[src/rtl/dma_chan_pkg.sv]
package dma_chan_pkg;

    typedef enum logic [1:0] {
        ST_IDLE  = 2'd0,
        ST_RUN   = 2'd1,
        ST_DRAIN = 2'd2,
        ST_LOAD  = 2'd3
    } ch_state_e;

    // Control bits, bit 7 down to bit 0
    typedef struct packed {
        logic lock;     // 7 burst lock
        logic dld_ie;   // 6 descriptor-loaded interrupt enable
        logic eob_ie;   // 5 end-of-buffer interrupt enable
        logic eot_ie;   // 4 end-of-transfer interrupt enable
        logic eob_en;   // 3 validate packet at buffer end
        logic eot_en;   // 2 short packet closes buffer
        logic chain;    // 1 command: fetch next descriptor
        logic run;      // 0 command: enable channel
    } ctrl_bits_t;

    localparam int unsigned CTRL_W = 8;
    localparam int unsigned FLAG_N = 3;

endpackage

[src/rtl/dma_byte_counter.sv]
module dma_byte_counter #(
    parameter int unsigned LEN_W  = 16,
    parameter int unsigned BEAT_W = 3
) (
    input  logic              clk,
    input  logic              rst_n,
    input  logic              load,
    input  logic [LEN_W-1:0]  load_len,
    input  logic              dec,
    input  logic [BEAT_W-1:0] dec_bytes,
    output logic [LEN_W:0]    cnt,
    output logic              hit_zero
);
    localparam int unsigned CNT_W = LEN_W + 1;

    logic [CNT_W-1:0] step;
    logic [CNT_W-1:0] cnt_dec;

    always_comb begin
        step     = {{(CNT_W-BEAT_W){1'b0}}, dec_bytes};
        cnt_dec  = (cnt > step) ? (cnt - step) : '0;
        hit_zero = dec && (cnt != '0) && (cnt <= step);
    end

    always_ff @(posedge clk or negedge rst_n) begin
        if (!rst_n) begin
            cnt <= '0;
        end else if (load) begin
            cnt <= (load_len == '0) ? {1'b1, {LEN_W{1'b0}}} : {1'b0, load_len};
        end else if (dec) begin
            cnt <= cnt_dec;
        end
    end

endmodule

[src/rtl/dma_fifo_level.sv]
module dma_fifo_level #(
    parameter int unsigned DEPTH = 4
) (
    input  logic clk,
    input  logic rst_n,
    input  logic push,
    input  logic pop_req,
    output logic full,
    output logic empty
);
    localparam int unsigned LVL_W = $clog2(DEPTH + 1);

    logic [LVL_W-1:0] level;
    logic             pop;

    always_comb begin
        empty = (level == '0);
        full  = (level == LVL_W'(DEPTH));
        pop   = pop_req && !empty;
    end

    always_ff @(posedge clk or negedge rst_n) begin
        if (!rst_n) begin
            level <= '0;
        end else begin
            unique case ({push, pop})
                2'b10:   level <= level + 1'b1;
                2'b01:   level <= level - 1'b1;
                default: level <= level;
            endcase
        end
    end

endmodule

[src/rtl/dma_chan_fsm.sv]
module dma_chan_fsm
    import dma_chan_pkg::*;
(
    input  logic      clk,
    input  logic      rst_n,
    input  logic      cmd_run,
    input  logic      cmd_chain,
    input  logic      hit_zero,
    input  logic      short_in,
    input  logic      eot_en,
    input  logic      fifo_empty,
    input  logic      desc_done,
    input  logic      desc_run,
    output ch_state_e state,
    output logic      beat_en,
    output logic      chan_en,
    output logic      desc_req,
    output logic      eot_evt,
    output logic      dld_evt,
    output logic      close_evt
);
    ch_state_e state_nx;

    // state register
    always_ff @(posedge clk or negedge rst_n) begin
        if (!rst_n) state <= ST_IDLE;
        else        state <= state_nx;
    end

    // next state and outputs
    always_comb begin
        state_nx  = state;
        beat_en   = 1'b0;
        chan_en   = 1'b0;
        desc_req  = 1'b0;
        eot_evt   = 1'b0;
        dld_evt   = 1'b0;
        close_evt = 1'b0;
        unique case (state)
            ST_IDLE: begin
                if (cmd_run)        state_nx = ST_RUN;
                else if (cmd_chain) state_nx = ST_LOAD;
            end
            ST_RUN: begin
                chan_en   = 1'b1;
                beat_en   = cmd_run;
                eot_evt   = cmd_run && short_in && eot_en;
                close_evt = hit_zero || eot_evt;
                if (!cmd_run || close_evt) state_nx = ST_DRAIN;
            end
            ST_DRAIN: begin
                chan_en = 1'b1;
                if (fifo_empty) state_nx = cmd_chain ? ST_LOAD : ST_IDLE;
            end
            ST_LOAD: begin
                desc_req = 1'b1;
                dld_evt  = desc_done;
                if (desc_done) state_nx = desc_run ? ST_RUN : ST_IDLE;
            end
            default: state_nx = ST_IDLE;
        endcase
    end

endmodule

[src/rtl/dma_chan_ctrl.sv]
module dma_chan_ctrl
    import dma_chan_pkg::*;
#(
    parameter int unsigned LEN_W      = 16,
    parameter int unsigned BEAT_W     = 3,
    parameter int unsigned FIFO_DEPTH = 4
) (
    input  logic              clk,
    input  logic              rst_n,
    input  logic              cfg_wr,
    input  logic [LEN_W+15:0] cfg_wdata,
    input  logic              sts_clr,
    input  logic [2:0]        sts_clr_mask,
    input  logic              beat_req,
    input  logic [BEAT_W-1:0] beat_bytes,
    output logic              beat_ack,
    input  logic              short_pkt,
    input  logic              bus_pop,
    output logic              desc_req,
    input  logic              desc_done,
    input  logic [LEN_W+15:0] desc_word,
    output logic [LEN_W+15:0] ctrl_q,
    output logic [LEN_W:0]    byte_cnt,
    output logic              chan_en,
    output logic              chan_act,
    output logic              eob_flag,
    output logic              eot_flag,
    output logic              dld_flag,
    output logic              pkt_validate,
    output logic              burst_lock,
    output logic              irq
);
    localparam int unsigned WORD_W = LEN_W + 16;

    ctrl_bits_t       ctrl;
    logic [LEN_W-1:0] len_q;
    ch_state_e        state;
    logic             beat_en, fifo_full, fifo_empty;
    logic             hit_zero, eot_evt, dld_evt, close_evt;
    logic             wr_stop, wr_full, cnt_load;
    logic [LEN_W-1:0] cnt_len;

    always_comb begin
        wr_stop  = cfg_wr && (cfg_wdata[1:0] == 2'b00);
        wr_full  = cfg_wr && (cfg_wdata[1:0] != 2'b00);
        beat_ack = beat_en && beat_req && !fifo_full;
        cnt_load = dld_evt || wr_full;
        cnt_len  = dld_evt ? desc_word[WORD_W-1:16] : cfg_wdata[WORD_W-1:16];
    end

    dma_chan_fsm u_fsm (
        .clk        (clk),
        .rst_n      (rst_n),
        .cmd_run    (ctrl.run),
        .cmd_chain  (ctrl.chain),
        .hit_zero   (hit_zero),
        .short_in   (short_pkt),
        .eot_en     (ctrl.eot_en),
        .fifo_empty (fifo_empty),
        .desc_done  (desc_done),
        .desc_run   (desc_word[0]),
        .state      (state),
        .beat_en    (beat_en),
        .chan_en    (chan_en),
        .desc_req   (desc_req),
        .eot_evt    (eot_evt),
        .dld_evt    (dld_evt),
        .close_evt  (close_evt)
    );

    dma_byte_counter #(.LEN_W(LEN_W), .BEAT_W(BEAT_W)) u_cnt (
        .clk       (clk),
        .rst_n     (rst_n),
        .load      (cnt_load),
        .load_len  (cnt_len),
        .dec       (beat_ack),
        .dec_bytes (beat_bytes),
        .cnt       (byte_cnt),
        .hit_zero  (hit_zero)
    );

    dma_fifo_level #(.DEPTH(FIFO_DEPTH)) u_lvl (
        .clk     (clk),
        .rst_n   (rst_n),
        .push    (beat_ack),
        .pop_req (bus_pop),
        .full    (fifo_full),
        .empty   (fifo_empty)
    );

    // control word: descriptor load, then firmware, then hardware clear
    always_ff @(posedge clk or negedge rst_n) begin
        if (!rst_n) begin
            ctrl  <= '0;
            len_q <= '0;
        end else if (dld_evt) begin
            ctrl  <= ctrl_bits_t'(desc_word[CTRL_W-1:0]);
            len_q <= desc_word[WORD_W-1:16];
        end else if (wr_full) begin
            ctrl  <= ctrl_bits_t'(cfg_wdata[CTRL_W-1:0]);
            len_q <= cfg_wdata[WORD_W-1:16];
        end else if (wr_stop) begin
            ctrl.run   <= 1'b0;
            ctrl.chain <= 1'b0;
        end else if (close_evt) begin
            ctrl.run <= 1'b0;
        end
    end

    // event flags: set wins over clear
    always_ff @(posedge clk or negedge rst_n) begin
        if (!rst_n) begin
            eob_flag     <= 1'b0;
            eot_flag     <= 1'b0;
            dld_flag     <= 1'b0;
            pkt_validate <= 1'b0;
        end else begin
            eob_flag     <= (eob_flag && !(sts_clr && sts_clr_mask[0])) || hit_zero;
            eot_flag     <= (eot_flag && !(sts_clr && sts_clr_mask[1])) || eot_evt;
            dld_flag     <= (dld_flag && !(sts_clr && sts_clr_mask[2])) || dld_evt;
            pkt_validate <= hit_zero && ctrl.eob_en;
        end
    end

    always_comb begin
        chan_act   = !fifo_empty;
        burst_lock = ctrl.lock;
        ctrl_q     = {len_q, 8'h00, ctrl};
        irq        = (eob_flag && ctrl.eob_ie) || (eot_flag && ctrl.eot_ie)
                   || (dld_flag && ctrl.dld_ie);
    end

endmodule

[config.mk]
export PLATFORM = sky130hd
export DESIGN_NAME = dma_chan_ctrl
export DESIGN_NICKNAME = d
export VERILOG_FILES = /design/src/rtl/dma_chan_pkg.sv /design/src/rtl/dma_byte_counter.sv /design/src/rtl/dma_fifo_level.sv /design/src/rtl/dma_chan_fsm.sv /design/src/rtl/dma_chan_ctrl.sv
export SDC_FILE = /design/constraint.sdc
export NUM_CORES = 1
export LEC_CHECK = 0
export CORE_MARGIN = 2
export CORE_UTILIZATION = 42
export DETAILED_ROUTE_END_ITERATION = 10
export GPL_TIMING_DRIVEN = 0
export PLACE_DENSITY = 0.8
export SYNTH_ARGS = -nofsm -noshare
export SYNTH_HDL_FRONTEND = slang
export SYNTH_SLANG_ARGS = --single-unit
[constraint.sdc]
create_clock -name clk -period 2.95 [get_ports clk]
set_clock_uncertainty 0.2 [all_clocks]
set_input_delay 0.7375 -clock clk [delete_from_list [all_inputs] [get_ports clk]]
set_output_delay 0.7375 -clock clk [all_outputs]
set_load 0.03 [all_outputs]
==> impl_results.md <==
- DP Wirelength: 7840 um
- Die X: 89.6 um
- Placed cell area: 0.00437 mm^2
- Clock transition at the registers of the reported paths: 0.09 ns
- CP Data Required Time: 2.98 ns
- Inserted Clock Buffers: 5
- Area Overhead vs Synth: 49.4%
- Post-route insts no fill: 591
- Hold WS: 0.172 ns
- Worst-skew pair later-pin latency: 0.32 ns
- I/O pins: 137
- CTS tree: done
- Fill cells: 607
- Max Cap Viol: 0
- Max Fclk: 346 MHz
- Largest net degree at the start of global routing: 33
- Vias per cell: 5.79
- Post-synth top cells: 54 x nand2_1, 50 x dfrtp_1, 39 x nor2_1
- Synth unique cells: 63
- Largest area contributor in the netlist: dfrtp_1
- Diode count: 0
- EDFF count, synth: 0
- Initial DRC count: 381
- RSZ-0062 raised after global routing: true
- Die ar.: 0.00804 mm^2
- Final setup violation count: 0
- WL final: about 10000 um
- Most common cell in the netlist: nand2_1
- Pleak: 1.93 nW
- Final Net Count: 580
- CP most frequent cell: or3_1
- Most used DFF post-synth: dfrtp_1
- Final hold viol count: 0
- GP Congestion: 0.994
- Initial antenna violation count: 0
- Vias in the first global route: around 3200
- Hold buffer count at CTS: 0
- Starting Density: 0.429
- Period utilization: 0.980
- Run status: complete, no violations
- Placed insts: 574
- Row count: 31
- Crit path DAT: approximately 3 ns
- Number of synthesis warnings: 0
- Wirelength per Cell: 17.5 um
- Synthesized area per cell: just under 9 um^2
- Mapped Cells: 355
- Vias: 3423
- Core area: 0.00718 mm^2
- Final instance area: 0.00460 mm^2
- Routed Antenna Nets: 0
- Gr usage total: 0.264
- Port Buffer Count: roughly 110
- Fin util: 0.641
- Crit-path max cell delay: 0.47 ns
- Post-synthesis sequential area ratio: 0.406
- Hold/Removal Path Class: in -> async
- Pwr dens: 953 mW/mm^2
- Htree depth: 2
- Reg area: roughly 0.0013 mm^2
- Startpoint types: input port
- CTS max path bufs: 2
- Die Ht: ~90 um
- Worst slew pin tran: 0.649 ns
- Critical Path End Type: register
- CP Max Fanout: 2
- Fin. max-slew vios: 0
- Share of the synthesized area in the top cell type: 0.406
- FFs w/ async S/R, synth: 1.00
- DRC Markers: 0
- Peak VDD IR: around 500 uV
- Min Tclk post-route: about 2.9 ns
- Critical path, cell by cell: clkdlybuf4s50_1, inv_2, fa_2, a211oi_4, nand4_1, or3_1, or3_1, a31oi_1
- Share of cells above drive strength 1: 0.120
- Cell area after synthesis: a little over 0.003 mm^2
- First drt pass iteration count: 5
- Grt ovf: 0
- Number of clock sinks: 50
- Crit path kind: in -> reg
- Slew headroom: 0.567
- Area occupied by multi-input gates: about 0.0017 mm^2
- Root Driver: clkbuf_8
- First-pass GRT wire length: 16100 um
- Max stage delay cell, worst path: clkdlybuf4s50_1
- Main area contributors after synthesis: dfrtp_1 41%, nand2_1 6.6%, nor2_1 4.8%
- Yosys reg bits: 50
[layer usage]
metal / up-vias / wire [um] / GRT usage
met3: 28 / 1150 / 0.0795
met4: 0 / 161 / 0.0570
met2: 232 / 4980 / 0.441
met1: 1616 / 4080 / 0.339
li1: 1547 / - / -
met5: - / 0 / 0
[sequential cells by signal (all words and copies together), names as in the netlist]
name	count
pkt_validate	1
burst_lock	1
ctrl_q	7
u_lvl.level	3
eob_flag	1
u_fsm.state	2
dld_flag	1
u_cnt.cnt	17
eot_flag	1
len_q	16
[metrics by stage]
| stage | setup TNS (ns) | worst slack [ns] | power [mW] |
|---|---|---|---|
| 2_1_floorplan | 0 | 0.135 | 2.74 |
| 3_3_place_gp | -33.16 | -0.555 | 3.64 |
| 3_5_place_dp | -9.00 | -0.560 | 3.72 |
| 4_1_cts | 0 | 0.00892 | 4.31 |
| 5_1_grt | -0.0786 | -0.0786 | 4.63 |
| 6_report | 0 | 0.0579 | 4.39 |
[worst max-delay path: cells and delay by family]
kind / cells / cell delay (ns)
AOI/OAI and AO/OA: 2 / 0.41
buffers and inverters: 2 / 0.53
adders and majority gates: 1 / 0.37
and+or+nand+nor: 3 / 0.87
[cells in the final DEF (no fill, tap or decap), types with 5 or more instances in the layout]
cell type | Yosys | layout
a221oi_1 | 5 | 5
clkdlybuf4s50_1 | 0 | 108
o22ai_1 | 8 | 8
a31oi_1 | 15 | 15
nor2_1 | 39 | 39
conb_1 | 1 | 8
nor3_1 | 9 | 9
dfrtp_1 | 50 | 50
ha_1 | 9 | 7
nor4_1 | 11 | 11
inv_1 | 13 | 9
clkbuf_8 | 0 | 5
o21ai_0 | 11 | 11
nand2_1 | 54 | 54
buf_4 | 12 | 21
a21oi_1 | 24 | 24
clkbuf_1 | 8 | 8
or3_1 | 9 | 9
nand3_1 | 5 | 5
[worst paths after layout]
check / slack [ns] / startpoint / endpoint / cells past startpoint
setup / recovery: 0.06 / beat_bytes[1] / u_cnt.cnt[14]$_DFFE_PN0P_ / 8
setup reg to reg: 0.23 / u_cnt.cnt[0]$_DFFE_PN0P_ / u_cnt.cnt[14]$_DFFE_PN0P_ / 9
max in group asynchronous: 1.85 / rst_n / eot_flag$_DFF_PN0_ / 2
hold / removal: 0.17 / rst_n / u_cnt.cnt[13]$_DFFE_PN0P_ / 1
hold reg to reg: 0.30 / len_q[0]$_DFFE_PN0N_ / len_q[0]$_DFFE_PN0N_ / 1
min in group clk: 0.30 / len_q[0]$_DFFE_PN0N_ / len_q[0]$_DFFE_PN0N_ / 1
[logic make-up (layout without fill, tap and decap cells)]
kind of cell	Yosys count	count (layout)	synth area share
other cells	1	8	0.00122
simple gates	154	154	0.245
flops	50	50	0.406
compound gates	93	93	0.203
xor+xnor	4	4	0.0114
fa+ha+maj	11	11	0.0496
buf+inv	37	167	0.0670
mux	5	5	0.0167
[area by class of cell]
type / count / share of cell area
tap: 99 / 0.0269
buffer: 24 / 0.0345
clock buffer: 6 / 0.0158
multi-input combinational: 275 / 0.371
clock inverter: 2 / 0.00816
inverter: 13 / 0.0106
timing repair buffer: 122 / 0.261
sequential: 50 / 0.272
[report_power, final]
group	switching [mW]	total, mW	internal [mW]
Sequential	0.330	1.29	0.965
Clock	0.247	0.501	0.254
Combinational	1.46	2.59	1.13
Total	2.04	4.39	2.35
[what timing repair did]
| item | 4_1_cts | 5_1_grt |
|---|---|---|
| pin swaps | 8 | 7 |
| buffers inserted | 5 | 4 |
| endpoints found under the setup margin | 7 | 16 |
| gates resized for setup | 16 | 6 |
Power figures use the tool's default switching activity.
